--- src/rtl/mac_pkg.sv ---
package mac_pkg;
  typedef enum logic [1:0] {
    OP_MADD  = 2'b00,
    OP_MSUB  = 2'b01,
    OP_RDCLR = 2'b10,
    OP_NONE  = 2'b11
  } mac_op_e;
endpackage

--- src/rtl/mac_product.sv ---
// Full-width signed product of two DW-bit operands.
module mac_product #(
  parameter int DW = 32
) (
  input  logic [DW-1:0]   a,
  input  logic [DW-1:0]   b,
  output logic [2*DW-1:0] prod
);
  logic signed [2*DW-1:0] a_ext, b_ext, full;

  always_comb begin
    a_ext = {{DW{a[DW-1]}}, a};
    b_ext = {{DW{b[DW-1]}}, b};
    full  = a_ext * b_ext;
    prod  = full;
  end
endmodule

--- src/rtl/mac_accum.sv ---
// Two-half accumulator. An arithmetic operation wins over a direct write.
module mac_accum
  import mac_pkg::*;
#(
  parameter int DW = 32
) (
  input  logic            clk,
  input  logic            rst_n,
  input  logic            arith,
  input  mac_op_e         op,
  input  logic [2*DW-1:0] prod,
  input  logic            wr_hi_en,
  input  logic            wr_lo_en,
  input  logic [DW-1:0]   wr_data,
  output logic [2*DW-1:0] acc
);
  localparam int AW    = 2 * DW;
  localparam int HALVES = 2;

  logic [AW-1:0] nxt;

  always_comb begin
    unique case (op)
      OP_MADD: nxt = acc + prod;
      OP_MSUB: nxt = acc - prod;
      default: nxt = '0;
    endcase
  end

  for (genvar h = 0; h < HALVES; h++) begin : g_half
    logic [DW-1:0] half_q;
    logic          wen;
    assign wen = (h == 0) ? wr_lo_en : wr_hi_en;

    always_ff @(posedge clk) begin
      if (!rst_n)      half_q <= '0;
      else if (arith)  half_q <= nxt[h*DW +: DW];
      else if (wen)    half_q <= wr_data;
    end

    assign acc[h*DW +: DW] = half_q;
  end
endmodule

--- src/rtl/mac_readout.sv ---
// One-entry readout register with valid/ready hold.
module mac_readout #(
  parameter int DW    = 32,
  parameter int SHIFT = 28
) (
  input  logic            clk,
  input  logic            rst_n,
  input  logic            capture,
  input  logic [2*DW-1:0] acc,
  input  logic            rd_ready,
  output logic            rd_valid,
  output logic [DW-1:0]   rd_data
);
  // For SHIFT <= DW the low DW bits of an arithmetic right shift
  // are exactly the window acc[SHIFT +: DW].
  logic [DW-1:0] window;
  assign window = acc[SHIFT +: DW];

  always_ff @(posedge clk) begin
    if (!rst_n) begin
      rd_valid <= 1'b0;
      rd_data  <= '0;
    end else if (capture) begin
      rd_valid <= 1'b1;
      rd_data  <= window;
    end else if (rd_ready) begin
      rd_valid <= 1'b0;
    end
  end
endmodule

--- src/rtl/mac_acc_unit.sv ---
module mac_acc_unit
  import mac_pkg::*;
#(
  parameter int DW    = 32,
  parameter int SHIFT = 28
) (
  input  logic          clk,
  input  logic          rst_n,
  input  logic          op_valid,
  output logic          op_ready,
  input  logic [1:0]    op_code,
  input  logic [DW-1:0] op_a,
  input  logic [DW-1:0] op_b,
  input  logic          wr_hi_en,
  input  logic          wr_lo_en,
  input  logic [DW-1:0] wr_data,
  output logic [DW-1:0] acc_hi,
  output logic [DW-1:0] acc_lo,
  output logic          rd_valid,
  input  logic          rd_ready,
  output logic [DW-1:0] rd_data
);
  localparam int AW = 2 * DW;

  mac_op_e       op;
  logic          fire, arith, capture;
  logic [AW-1:0] prod, acc;

  assign op       = mac_op_e'(op_code);
  assign op_ready = !(rd_valid && !rd_ready);
  assign fire     = op_valid && op_ready;
  assign arith    = fire && (op != OP_NONE);
  assign capture  = fire && (op == OP_RDCLR);

  mac_product #(.DW(DW)) u_prod (
    .a(op_a), .b(op_b), .prod(prod)
  );

  mac_accum #(.DW(DW)) u_acc (
    .clk(clk), .rst_n(rst_n), .arith(arith), .op(op), .prod(prod),
    .wr_hi_en(wr_hi_en), .wr_lo_en(wr_lo_en), .wr_data(wr_data), .acc(acc)
  );

  mac_readout #(.DW(DW), .SHIFT(SHIFT)) u_rd (
    .clk(clk), .rst_n(rst_n), .capture(capture), .acc(acc),
    .rd_ready(rd_ready), .rd_valid(rd_valid), .rd_data(rd_data)
  );

  assign acc_hi = acc[AW-1:DW];
  assign acc_lo = acc[DW-1:0];
endmodule

--- config.mk ---
export PLATFORM = sky130hd
export DESIGN_NAME = mac_acc_unit
export DESIGN_NICKNAME = d
export VERILOG_FILES = /design/src/rtl/mac_pkg.sv /design/src/rtl/mac_product.sv /design/src/rtl/mac_accum.sv /design/src/rtl/mac_readout.sv /design/src/rtl/mac_acc_unit.sv
export SDC_FILE = /design/constraint.sdc
export NUM_CORES = 2
export LEC_CHECK = 0
export BUFFER_PORTS_ARGS = -buffer_cell sky130_fd_sc_hd__buf_2
export CORE_AREA = 2 2 268 270
export DETAILED_ROUTE_END_ITERATION = 8
export DIE_AREA = 0 0 270 272
export PLACE_DENSITY_LB_ADDON = 0.05
export RECOVER_POWER = 100
export SYNTH_ARGS = -nofsm -noshare
export SYNTH_HDL_FRONTEND = slang
export SYNTH_HIERARCHICAL = 1
export SYNTH_SLANG_ARGS = --single-unit
--- constraint.sdc ---
create_clock -name clk -period 18.1 [get_ports clk]
set_clock_uncertainty 0.1 [all_clocks]
set_input_delay 3.62 -clock clk [delete_from_list [all_inputs] [get_ports clk]]
set_output_delay 3.62 -clock clk [all_outputs]
set_load 0.01 [all_outputs]
==> run metrics <==
Layout area overhead 2.734%; Max Slew Vio Count 157; Min-Delay Path Class flop to flop; drt first-iter violations 2210; violated checks capacitance limit, slew limit; Root Driver clkbuf_16; slowest stage cell on the critical path clkbuf_1; Post-Route WL 123000 µm; CP Launch Type primary input; RR Startpoint u_acc/g_half[0].half_q[0]; port bufs 201; flop2flop setup slack 14.10 ns; GRT Total Usage 0.3438; Period minus WS final 15.62 ns; Clock Latency Late Sink 0.35 ns; Post-CTS Hold Fix Bufs 0; largest stage delay on the critical path 1.20 ns; Avg Cell Area, Syn 9.068 µm²; CTS max path bufs 2; Worst-path clk slew 0.07 ns; MaxCap Viol Count 4; Core ar. 0.07075 mm²; Tcrit/Tclk final 0.8631; total setup buffers inserted after CTS 0; Crit Path Max Fanout 32; die area 0.07344 mm²; ys async rst share 0; sequential-to-total area share from yosys stat 0.04256; Synth Register Bits 97; share of cells above drive strength 1 0.03450; CP Data Required Time 18.26 ns; setup tns final 0 ns; CTS sink count 97; Mapped Cells 5032; DP HPWL 101600 µm; final-layout fill cell count 6115; Net Count, Synth 6467; RSZ-0062 raised after global routing no; EDFF count, synth 0; hold path cells 2; CP dominant cell by count fa_1; Die Ht 272 µm; Initial Util 0.6449; Nets 6416; Peak Freq 64.01 MHz; critical hold path startpoint u_rd/rd_data[30]; row count 98; final setup vio count 0; Setup crit end kind flop; Initial DRT Pass Iterations 7; initial antenna violation count 3; RD Place Congestion 0.9651; Crit Path Category primary input to flop; chip width 270 µm; Synth warnings 6; vias in the first global route 36.84k; DR DRC count 0; largest net degree at the start of global routing 75; routed vias/inst 5.821; Worst Tran Pin Value 2.017 ns; Worst Reg2Reg Path Length in Cells 13; Synth cell types 99; commonest non-fill, non-tap cell in the layout fa_1; Via Count 34.57k; Ports 202; CP arrival 15.79 ns; outcome finished, violations left; TritonCTS buffer count 9; Relative slew margins -0.3460; first-pass GRT wire length 197500 µm; Post-Syn Area 0.04563 mm²; r2r endpoint u_acc/g_half[1].half_q[28]; commonest non-fill, non-tap cells in the layout fa_1 (1083), inv_1 (981), nand2_1 (592), and2_1 (538), ha_1 (248); post-cts resize count 0; CTS tree built; DR WL/cell 20.71 µm; Hold Vio Cnt, Final 0; Max H-tree Level 3; Final WS setup 2.478 ns; Worst Hold End u_rd/rd_data[30]; gr ovfl total 0; Place WS 2.997 ns; Main synth FF type dfxtp_1; post-route ant nets 0
## cell type report
type                    instances  area, µm²  share of cell area
diodes                          2      5.005           0.0001068
clock buffers                  12      256.5            0.005472
clock inverters                 4      27.53           0.0005872
inverters                     981       3682             0.07855
multi-input cells            3673      38760              0.8269
flip-flops and latches         97       1942             0.04142
well taps                     950       1189             0.02536
repair buffers                219       1013             0.02162
## registers in the layout, summed over array words and instances, names as in the netlist
signal               cells
u_acc/g_half.half_q     64
u_rd/rd_data            32
u_rd/rd_valid            1
## how the worst max path moves through the flow
stage | from | to | depth (start not counted)
after floorplan | op_a[9] | u_acc/g_half[1].half_q[26] | 43
after global placement | op_b[2] | u_acc/g_half[1].half_q[28] | 37
after detailed placement | op_b[2] | u_acc/g_half[1].half_q[26] | 34
after CTS | op_a[12] | u_acc/g_half[1].half_q[28] | 40
after global routing | op_a[1] | u_acc/g_half[1].half_q[28] | 36
final | op_a[1] | u_acc/g_half[1].half_q[28] | 37
## per-layer routing
metal  part of all wire  GRT usage  up-vias
li1                   -          -    15240
met1               0.39     0.4267    17750
met2               0.51     0.6049     1231
met3              0.056    0.04567      343
met4              0.049     0.1496        4
met5            0.00019          0        -
## cells by family after synthesis
logic type / after synthesis / share of synthesized area
flip-flops: 97 / 0.04256
multiplexers: 84 / 0.01845
AND/OR/NAND/NOR: 1514 / 0.1703
adder cells (fa/ha/maj): 1331 / 0.5431
AO/OA/AOI/OAI: 560 / 0.08446
buffers and inverters: 1262 / 0.1056
XOR/XNOR: 184 / 0.03548
## cells in the mapped netlist (77+ instances only)
cell type,instances,area share
nor2_1,118,0.0097
o21ai_0,85,0.0093
xnor2_1,110,0.021
mux2i_1,83,0.018
and2_1,545,0.075
fa_1,1083,0.48
inv_1,981,0.081
a21o_1,77,0.013
ha_1,248,0.068
nand2_1,592,0.049
a21oi_1,145,0.016
clkbuf_1,254,0.021
dfxtp_1,97,0.043
## critical path, delay by kind of cell
| family | cells | cell delay [ns] |
|---|---|---|
| adders and majority gates | 10 | 4.28 |
| and+or+nand+nor | 14 | 3.83 |
| AOI/OAI and AO/OA | 7 | 2.24 |
| buffers and inverters | 4 | 1.38 |
| xor gates and xnor gates | 2 | 0.42 |
## per-stage QoR
stage               cells  hold WS, ns    util  cell area [µm²]
floorplan            5032       0.4383       -            45630
global placement     5920       0.3899  0.6619            46830
detailed placement   5920       0.4012  0.6619            46830
CTS                  5936       0.4171  0.6659            47110
global route         5936       0.4418  0.6625            46870
finish               5938       0.4263  0.6626            46880
Power is not shown: default switching activity piles up to over one toggle a cycle in this logic, so the estimate is an artifact.
